===== config.mk =====
export PLATFORM = sky130hd
export DESIGN_NAME = pair_fetch_sched
export DESIGN_NICKNAME = d
export VERILOG_FILES = /design/src/rtl/sched_pkg.sv /design/src/rtl/frame_cfg.sv /design/src/rtl/pair_addr.sv /design/src/rtl/pair_fetch_sched.sv
export SDC_FILE = /design/constraint.sdc
export NUM_CORES = 1
export LEC_CHECK = 0
export BUFFER_PORTS_ARGS = -buffer_cell sky130_fd_sc_hd__buf_2
export CAP_MARGIN = 20
export CORE_MARGIN = 2
export CORE_UTILIZATION = 54
export CTS_CLUSTER_SIZE = 24
export DETAILED_ROUTE_END_ITERATION = 16
export GPL_TIMING_DRIVEN = 0
export PLACE_DENSITY = 0.84
export SETUP_SLACK_MARGIN = 0.1
export SYNTH_ARGS = -nofsm -noshare
export SYNTH_HDL_FRONTEND = slang
export SYNTH_HIERARCHICAL = 1
export SYNTH_SLANG_ARGS = --single-unit

===== constraint.sdc =====
create_clock -name clk -period 2.7 [get_ports clk]
set_clock_uncertainty 0.2 [all_clocks]
set_input_delay 0.27 -clock clk [delete_from_list [all_inputs] [get_ports clk]]
set_output_delay 0.27 -clock clk [all_outputs]
set_load 0.01 [all_outputs]

===== src/rtl/sched_pkg.sv =====
package sched_pkg;
    typedef enum logic [1:0] {
        ST_IDLE = 2'd0,
        ST_RST  = 2'd1,
        ST_FILL = 2'd2,
        ST_RUN  = 2'd3
    } sched_state_e;
endpackage


===== src/rtl/frame_cfg.sv =====
module frame_cfg #(
    parameter int SHORT_LEN = 106,
    parameter int LONG_LEN  = 212,
    parameter int SHORT_CNT = 6,
    parameter int FRM_W     = 4,
    parameter int CNT_W     = 7,
    parameter int ADDR_W    = 9
) (
    input  logic [FRM_W-1:0]  frame_idx,
    output logic [CNT_W-1:0]  half_m1,
    output logic [ADDR_W-1:0] base,
    output logic [ADDR_W-1:0] span_m1
);
    localparam logic [CNT_W-1:0]  LHALF_M1 = CNT_W'(LONG_LEN / 2 - 1);
    localparam logic [CNT_W-1:0]  SHALF_M1 = CNT_W'(SHORT_LEN / 2 - 1);
    localparam logic [ADDR_W-1:0] LBASE    = '0;
    localparam logic [ADDR_W-1:0] SBASE    = ADDR_W'(LONG_LEN);
    localparam logic [ADDR_W-1:0] LSPAN_M1 = ADDR_W'(LONG_LEN - 1);
    localparam logic [ADDR_W-1:0] SSPAN_M1 = ADDR_W'(SHORT_LEN - 1);
    localparam logic [FRM_W-1:0]  FIRST_LONG = FRM_W'(SHORT_CNT);

    logic is_long;

    always_comb begin
        is_long = (frame_idx >= FIRST_LONG);
        half_m1 = is_long ? LHALF_M1 : SHALF_M1;
        base    = is_long ? LBASE    : SBASE;
        span_m1 = is_long ? LSPAN_M1 : SSPAN_M1;
    end
endmodule


===== src/rtl/pair_addr.sv =====
module pair_addr #(
    parameter int CNT_W  = 7,
    parameter int ADDR_W = 9
) (
    input  logic [ADDR_W-1:0] base,
    input  logic [ADDR_W-1:0] span_m1,
    input  logic [CNT_W-1:0]  pair,
    output logic [ADDR_W-1:0] addr_lo,
    output logic [ADDR_W-1:0] addr_hi
);
    logic [ADDR_W-1:0] pair_ext;

    always_comb begin
        pair_ext = ADDR_W'(pair);
        addr_lo  = base + pair_ext;
        addr_hi  = base + (span_m1 - pair_ext);
    end
endmodule


===== src/rtl/pair_fetch_sched.sv =====
module pair_fetch_sched #(
    parameter int SHORT_LEN = 106,
    parameter int LONG_LEN  = 212,
    parameter int SHORT_CNT = 6,
    parameter int LONG_CNT  = 8,
    localparam int FRAMES   = SHORT_CNT + LONG_CNT,
    localparam int FRM_W    = $clog2(FRAMES),
    localparam int ADDR_W   = $clog2(SHORT_LEN + LONG_LEN)
) (
    input  logic              clk,
    input  logic              rst_n,
    input  logic              start,
    output logic [ADDR_W-1:0] rd_addr_a,
    output logic [ADDR_W-1:0] rd_addr_b,
    output logic              eng_rst,
    output logic              eng_en,
    output logic [FRM_W-1:0]  coef_sel,
    output logic              frame_done,
    output logic              win_done
);
    import sched_pkg::*;

    localparam int              CNT_W      = $clog2(LONG_LEN / 2);
    localparam logic [CNT_W-1:0] FILL_M1   = CNT_W'(SHORT_LEN / 2 - 1);
    localparam logic [FRM_W-1:0] LAST_FRM  = FRM_W'(FRAMES - 1);

    typedef struct packed {
        sched_state_e     st;
        logic [FRM_W-1:0] frame;
        logic [CNT_W-1:0] cnt;
        logic             wdone;
    } sched_regs_t;

    sched_regs_t r_d, r_q;

    logic [CNT_W-1:0]  half_m1;
    logic [ADDR_W-1:0] base;
    logic [ADDR_W-1:0] span_m1;
    logic [CNT_W-1:0]  pair_sel;

    frame_cfg #(
        .SHORT_LEN (SHORT_LEN),
        .LONG_LEN  (LONG_LEN),
        .SHORT_CNT (SHORT_CNT),
        .FRM_W     (FRM_W),
        .CNT_W     (CNT_W),
        .ADDR_W    (ADDR_W)
    ) u_cfg (
        .frame_idx (r_q.frame),
        .half_m1   (half_m1),
        .base      (base),
        .span_m1   (span_m1)
    );

    assign pair_sel = (r_q.st == ST_RUN) ? r_q.cnt : '0;

    pair_addr #(
        .CNT_W  (CNT_W),
        .ADDR_W (ADDR_W)
    ) u_addr (
        .base    (base),
        .span_m1 (span_m1),
        .pair    (pair_sel),
        .addr_lo (rd_addr_a),
        .addr_hi (rd_addr_b)
    );

    always_comb begin
        r_d       = r_q;
        r_d.wdone = 1'b0;
        unique case (r_q.st)
            ST_IDLE: begin
                if (start) begin
                    r_d.st    = ST_RST;
                    r_d.frame = '0;
                    r_d.cnt   = '0;
                end
            end
            ST_RST: begin
                r_d.cnt = '0;
                r_d.st  = (r_q.frame == '0) ? ST_FILL : ST_RUN;
            end
            ST_FILL: begin
                if (r_q.cnt == FILL_M1) begin
                    r_d.cnt = '0;
                    r_d.st  = ST_RUN;
                end else begin
                    r_d.cnt = r_q.cnt + 1'b1;
                end
            end
            ST_RUN: begin
                if (r_q.cnt == half_m1) begin
                    r_d.cnt = '0;
                    if (r_q.frame == LAST_FRM) begin
                        r_d.st    = ST_IDLE;
                        r_d.wdone = 1'b1;
                    end else begin
                        r_d.frame = r_q.frame + 1'b1;
                        r_d.st    = ST_RST;
                    end
                end else begin
                    r_d.cnt = r_q.cnt + 1'b1;
                end
            end
            default: r_d.st = ST_IDLE;
        endcase
    end

    always_ff @(posedge clk) begin
        if (!rst_n) begin
            r_q <= '{st: ST_IDLE, frame: '0, cnt: '0, wdone: 1'b0};
        end else begin
            r_q <= r_d;
        end
    end

    assign eng_rst    = (r_q.st == ST_RST);
    assign eng_en     = (r_q.st == ST_RUN);
    assign frame_done = (r_q.st == ST_RUN) && (r_q.cnt == half_m1);
    assign coef_sel   = r_q.frame;
    assign win_done   = r_q.wdone;
endmodule


# --- Word level (Yosys, flattened, before mapping) ---
# Cells that the tools add are included.
totals:
  out_inout_bits: 26
  wordCells: 43
  reg_bits: 14
  input_bits: 3
classes:
  n_mux: 16
  addsub: 5
  order_cmp: 1
  eq_ne: 10
  reduce_logical: 7
ops:
  columns: ["op", "n"]
  rows:
  - ["$mux W7", 4]
  - ["$pmux W7 S4", 1]
  - ["$mux W8", 2]
  - ["$mux W13", 1]
  - ["$add A8 B7 Y9", 1]
  - ["$add A8 B9 Y9", 1]
  - ["$sub A8 B7 Y9", 1]
  - ["$pmux W2 S4", 1]
  - ["$pmux W4 S2", 1]
  - ["$add A7 B1 Y7 const B", 1]
  - ["$eq A7 B6 Y1 const B", 1]
  - ["$eq A7 B7 Y1", 1]
  - ["$mux W6", 1]
  - ["$ne A2 B2 Y1 const B", 3]
  - ["$reduce_and A3 Y1", 2]
  - ["$add A4 B1 Y4 const B", 1]
  - ["$eq A2 B2 Y1 const B", 2]
  - ["$eq A4 B4 Y1 const B", 1]
  - ["$ge A4 B3 Y1 const B", 1]
  - ["$logic_not A4 Y1", 1]
  - ["$mux W4", 1]
  - ["$reduce_and A4 Y1", 1]
  - ["$mux W1", 3]
  - ["$eq A2 B1 Y1 const B", 1]
  - ["other kinds (5)", 5]

# --- Longest topological paths before layout ---
logic_depth:
  ltp_word: 5
  ltp_mapped: 11
  mapped_depth_nobuf: 11

# --- Cells and area by module ---
# Netlist, hierarchy kept.
by_module_without_submodules:
  columns: ["module", "cells_each", "seq_area_each_um2", "area_each_um2", "n_inst"]
  rows:
  - ["pair_fetch_sched", 126, 280.3, 1067.3, 1]
  - ["pair_addr", 138, 0.0, 1049.8, 1]
  - ["frame_cfg", 28, 0.0, 200.2, 1]

# --- Least setup slack after synthesis ---
# Ideal clock, no wire load.
synth_timing:
  path_type: "register to output"
  start: "register r_q (netlist bit coef_sel[2])"
  end: "output port rd_addr_b[6]"
  n_path_buf: 0
  path_slack_ps: -372
  path_stages_with_launch: 10
  arrival_ps: 2602
  required_time_ps: 2230
  path_cell_list: "dfxtp_1 -> a21oi_1 -> inv_1 -> fa_1 -> inv_1 -> ha_1 -> a21o_1 -> a21oi_1 -> o21ai_0 -> xor2_1"
synth_between:
  word_cells_on_any_way: 5
  cone_classes: "2 x add/sub; 1 x order compare; 2 x mux"
synth_rtl:
  columns: ["item", "line_no", "source"]
  rows:
  - ["start: declaration", "pair_fetch_sched.sv:34", "sched_regs_t r_d, r_q;"]
  - ["start signal: assignment", "pair_fetch_sched.sv:111", "r_q <= '{st: ST_IDLE, frame: '0, cnt: '0, wdone: 1'b0};"]
  - ["start signal: assignment", "pair_fetch_sched.sv:113", "r_q <= r_d;"]
  - ["$ge A4 B3 Y1", "frame_cfg.sv:25", "is_long = (frame_idx >= FIRST_LONG);"]
  - ["$mux W8", "frame_cfg.sv:27", "base = is_long ? LBASE : SBASE;"]
  - ["via base[2]", "pair_fetch_sched.sv:37", "logic [ADDR_W-1:0] base;"]
  - ["$add A8 B9 Y9", "pair_addr.sv:16", "addr_hi = base + (span_m1 - pair_ext);"]
  - ["end: declaration", "pair_fetch_sched.sv:14", "output logic [ADDR_W-1:0] rd_addr_b,"]
# The timed path passes the listed nets, and every way through them passes these cells.

# --- Worst setup path after layout ---
layout_timing:
  start: "register r_q[13] (netlist name)"
  end: "output port rd_addr_b[8]"
layout_between:
  elab_chain_cells: 4
layout_lines:
  columns: ["item", "line_no", "source"]
  rows:
  - ["$eq A2 B2 Y1", "pair_fetch_sched.sv:55", "assign pair_sel = (r_q.st == ST_RUN) ? r_q.cnt : '0;"]
  - ["$mux W7", "pair_fetch_sched.sv:55", null]
  - ["via pair_sel[2]", "pair_fetch_sched.sv:39", "logic [CNT_W-1:0] pair_sel;"]
  - ["$sub A8 B7 Y9", "pair_addr.sv:16", null]
  - ["$add A8 B9 Y9", "pair_addr.sv:16", null]
# The timed path passes the listed nets, and every way through them passes these cells.

==> flow_metrics.py <==
metrics = {
    "synth": {
        "post-synth-top-area-fraction_pct": 17.8,
        "synth_top_cells_by_count": "inv_1, ha_1, buf_4",
        "synth_area_mm2": 0.00232,
        "netlist_top_cells_area": "ha_1, dfxtp_1, buf_4",
        "synth_seq_area_share_pct": 12.1,
        "ys_warn_count": 6,
        "ys_dominant_reg_cell": "dfxtp_1",
        "synth_most_common_cell": "inv_1",
        "synth_edf_count": 0,
        "synth_async_sr_flop_share_pct": 0,
        "post_synth_inst_count": 292,
        "synth.lib_cells_used.distinct": 60,
        "postSynthAreaPerCell_um2": 7.94,
        "postSynthRegisterBits": 14,
        "synth_top_area_cell": "ha_1",
    },
    "timing": {
        "fin_hold_ws_ps": 161,
        "timing.final.crit_period_ps": 3130,
        "maxSlewViolCount": 0,
        "hold_viol_final": 0,
        "final_min_period_over_clock_period_pct": 116,
        "max_clock_freq_ghz": 0.320,
        "grt_setup_unrepaired": "true",
        "timing.final.ws_setup_ps": -426,
        "finalSetupViolCount": 10,
    },
    "floorplan": {
        "initial_utilization_pct": 57.1,
        "boundaryPins": 29,
        "die_span_x_um": 69.5,
        "dieArea_mm2": 0.00483,
        "floorplan.core_area_mm2": 0.00406,
        "rows": 23,
        "vertical_extent_of_the_die_um": 69.5,
    },
    "critical_path": {
        "regToRegStartpoint": "coef_sel[1]$_SDFFE_PN0P_",
        "endpoint_kind": "output pin",
        "critical_path_required_ps": 2230,
        "arrival_worst_endpoint_ps": 2660,
        "worst-r2r-cell-count": 9,
        "worstSetupPathType": "flop to output pin",
        "timing.rr.end": "coef_sel[2]$_SDFFE_PN0P_",
        "critical_path_peak_fanout": 6,
        "start_kind": "flop",
        "regToRegSetupSlack_ps": 190,
    },
    "min_path": {
        "hold_start": "rst_n",
        "holdPathEnd": "r_q[4]$_SDFFE_PN0P_",
        "min_path_cells": 3,
        "hold_path_class": "primary input to flop",
    },
    "global_route": {
        "first_pass_grt_wire_length_mm": 9.47,
        "antenna_found_initial": 0,
        "grt_pass1_vias": 2177,
        "grt_max_degree": 11,
        "gr_ovfl_total": 0,
        "grt_use_total_pct": 23.6,
    },
    "status": {
        "outcome": "complete, but fails checks",
        "failed_checks": "setup timing",
    },
    "placement": {
        "gpl.final_weighted_congestion": 0.923,
        "dp_hpwl_mm": 3.77,
        "post-place-cells": 379,
        "port-buffer-count": 28,
    },
    "clock_tree": {
        "tritoncts.num_buffers": 3,
        "clock-root-buffer": "clkbuf_8",
        "cts-hold-fix-buffers": 0,
        "cts_tree": "yes",
        "clock_latency_ps": 250,
        "cts_htree_levels": 1,
        "clock_sink_count": 14,
        "clk_pin_slew_worst_paths_ps": 60,
        "clock_tree.buffer_depth": 2,
    },
    "drt": {
        "wire_per_inst_um": 14.7,
        "drt-total-wl_mm": 5.96,
        "drt_iter0_drc": 81,
        "via_count": 2167,
        "detail_route.vias_per_cell": 5.35,
        "ant_nets": 0,
        "detail_route.drc_violations": 0,
        "detail_route.first_pass.iterations": 5,
    },
    "cells_and_area": {
        "final_net_count": 400,
        "diodes": 0,
        "n_fill_cell": 260,
        "layout.cells.non_filler": 405,
        "drive_gt1_share_pct": 41.4,
        "fin_util_pct": 77.0,
        "area.growth.synth_to_final_pct": 34.8,
    },
    "pwr": {
        "design_power_total_uw": 887,
        "worst_supply_voltage_drop_on_vdd_mv": 0.390,
        "power_density_mw_per_mm2": 284,
        "leakagePower_nw": 1.44,
    },
    "flow_run": {
        "maximum_capacitance_violations": 0,
    },
}
[flip-flops by register name, indices dropped and copies added, names as in the netlist]
register  flops
coef_sel      4
r_q           9
win_done      1
[cell usage in the layout, fill, tap and decap left out, types with 3 or more instances in the layout]
| cell type | count |
|---|---|
| buf_4 | 45 |
| nor2_1 | 15 |
| o211ai_1 | 3 |
| ha_4 | 10 |
| ha_1 | 21 |
| and2_4 | 5 |
| nand3_1 | 12 |
| inv_2 | 7 |
| a21oi_1 | 5 |
| xor2_1 | 6 |
| nand2_1 | 16 |
| a21oi_4 | 4 |
| dfxtp_1 | 9 |
| o21ai_2 | 3 |
| nand4_1 | 4 |
| a31oi_1 | 3 |
| fa_1 | 7 |
| dfxtp_4 | 4 |
| clkbuf_8 | 4 |
| o21ai_0 | 4 |
| and3_1 | 3 |
| xnor2_1 | 18 |
| buf_6 | 5 |
| inv_1 | 41 |
| buf_2 | 27 |
| conb_1 | 11 |
[power by group]
| part | internal, mW | total (mW) | leakage, nW | switching [mW] |
|---|---|---|---|---|
| sequential | 0.221 | 0.240 | 0.117 | 0.0183 |
| combinational | 0.192 | 0.437 | 1.30 | 0.245 |
| clock | 0.129 | 0.210 | 0.0288 | 0.0810 |
| total | 0.542 | 0.887 | 1.44 | 0.345 |
[cell type report]
cell class,count,area (µm²),share of cell area (%)
buffer,31,244,7.81
clock buffer,4,55.1,1.76
multi-input combinational,206,1920,61.3
timing repair buffer,50,357,11.4
inverter,50,193,6.17
sequential,14,297,9.50
tap,50,62.6,2.00
[how the worst max path moves through the flow]
stage                   end  slack (ps)  cells after the start                startpoint
2_1_floorplan  rd_addr_b[8]         -50                     10  coef_sel[2]$_SDFFE_PN0P_
3_3_place_gp   rd_addr_b[6]        -300                     11  coef_sel[1]$_SDFFE_PN0P_
3_5_place_dp   rd_addr_b[6]        -340                     11  coef_sel[1]$_SDFFE_PN0P_
4_1_cts        rd_addr_b[8]        -410                     11      r_q[13]$_SDFFE_PN0P_
5_1_grt        rd_addr_b[7]        -530                     12  coef_sel[1]$_SDFFE_PN0P_
6_report       rd_addr_b[8]        -430                     11      r_q[13]$_SDFFE_PN0P_
[per-layer routing]
metal / wire length, µm / global-route usage [%] / vias up
li1: - / - / 1062
met1: 2520 / 28.8 / 1034
met2: 3120 / 43.3 / 63
met3: 256 / 2.33 / 8
met4: 64 / 7.63 / 0
met5: 0 / 0 / -
[cells by family (layout without fill, tap and decap cells)]
logic type / Yosys count / after routing / share of synthesized area [%]
AND/OR/NAND/NOR: 76 / 76 / 17.8
flip-flops: 14 / 14 / 12.1
adder cells (fa/ha/maj): 41 / 41 / 24.7
other: 2 / 11 / 0.324
XOR/XNOR: 24 / 24 / 9.07
multiplexers: 3 / 3 / 1.35
AO/OA/AOI/OAI: 51 / 51 / 16.6
buffers and inverters: 81 / 135 / 18.0
[what timing repair did]
action,in CTS,in global routing
endpoints found under the setup margin,12,12
buffers inserted,15,7
pin swaps,17,27
resized for setup,23,20
cloned,1,0
[through the flow]
step	setup TNS [ps]	cell area [µm²]	worst slack, ps
6_report	-2340	3120	-426
3_3_place_gp	-1080	2680	-300
3_5_place_dp	-1300	2680	-336
2_1_floorplan	-104	2470	-52.9
5_1_grt	-3330	3120	-532
4_1_cts	-2040	3000	-412
[critical path, cell delays in order (launching register included)]
cell and delay (ps):
dfxtp_4 350, ha_4 170, buf_6 130, and2_4 160
fa_1 500, inv_2 50, ha_4 290, a21o_1 170
a21oi_4 80, o31ai_2 230, xnor2_1 130, buf_2 140
(Power assumes the default switching activity.)
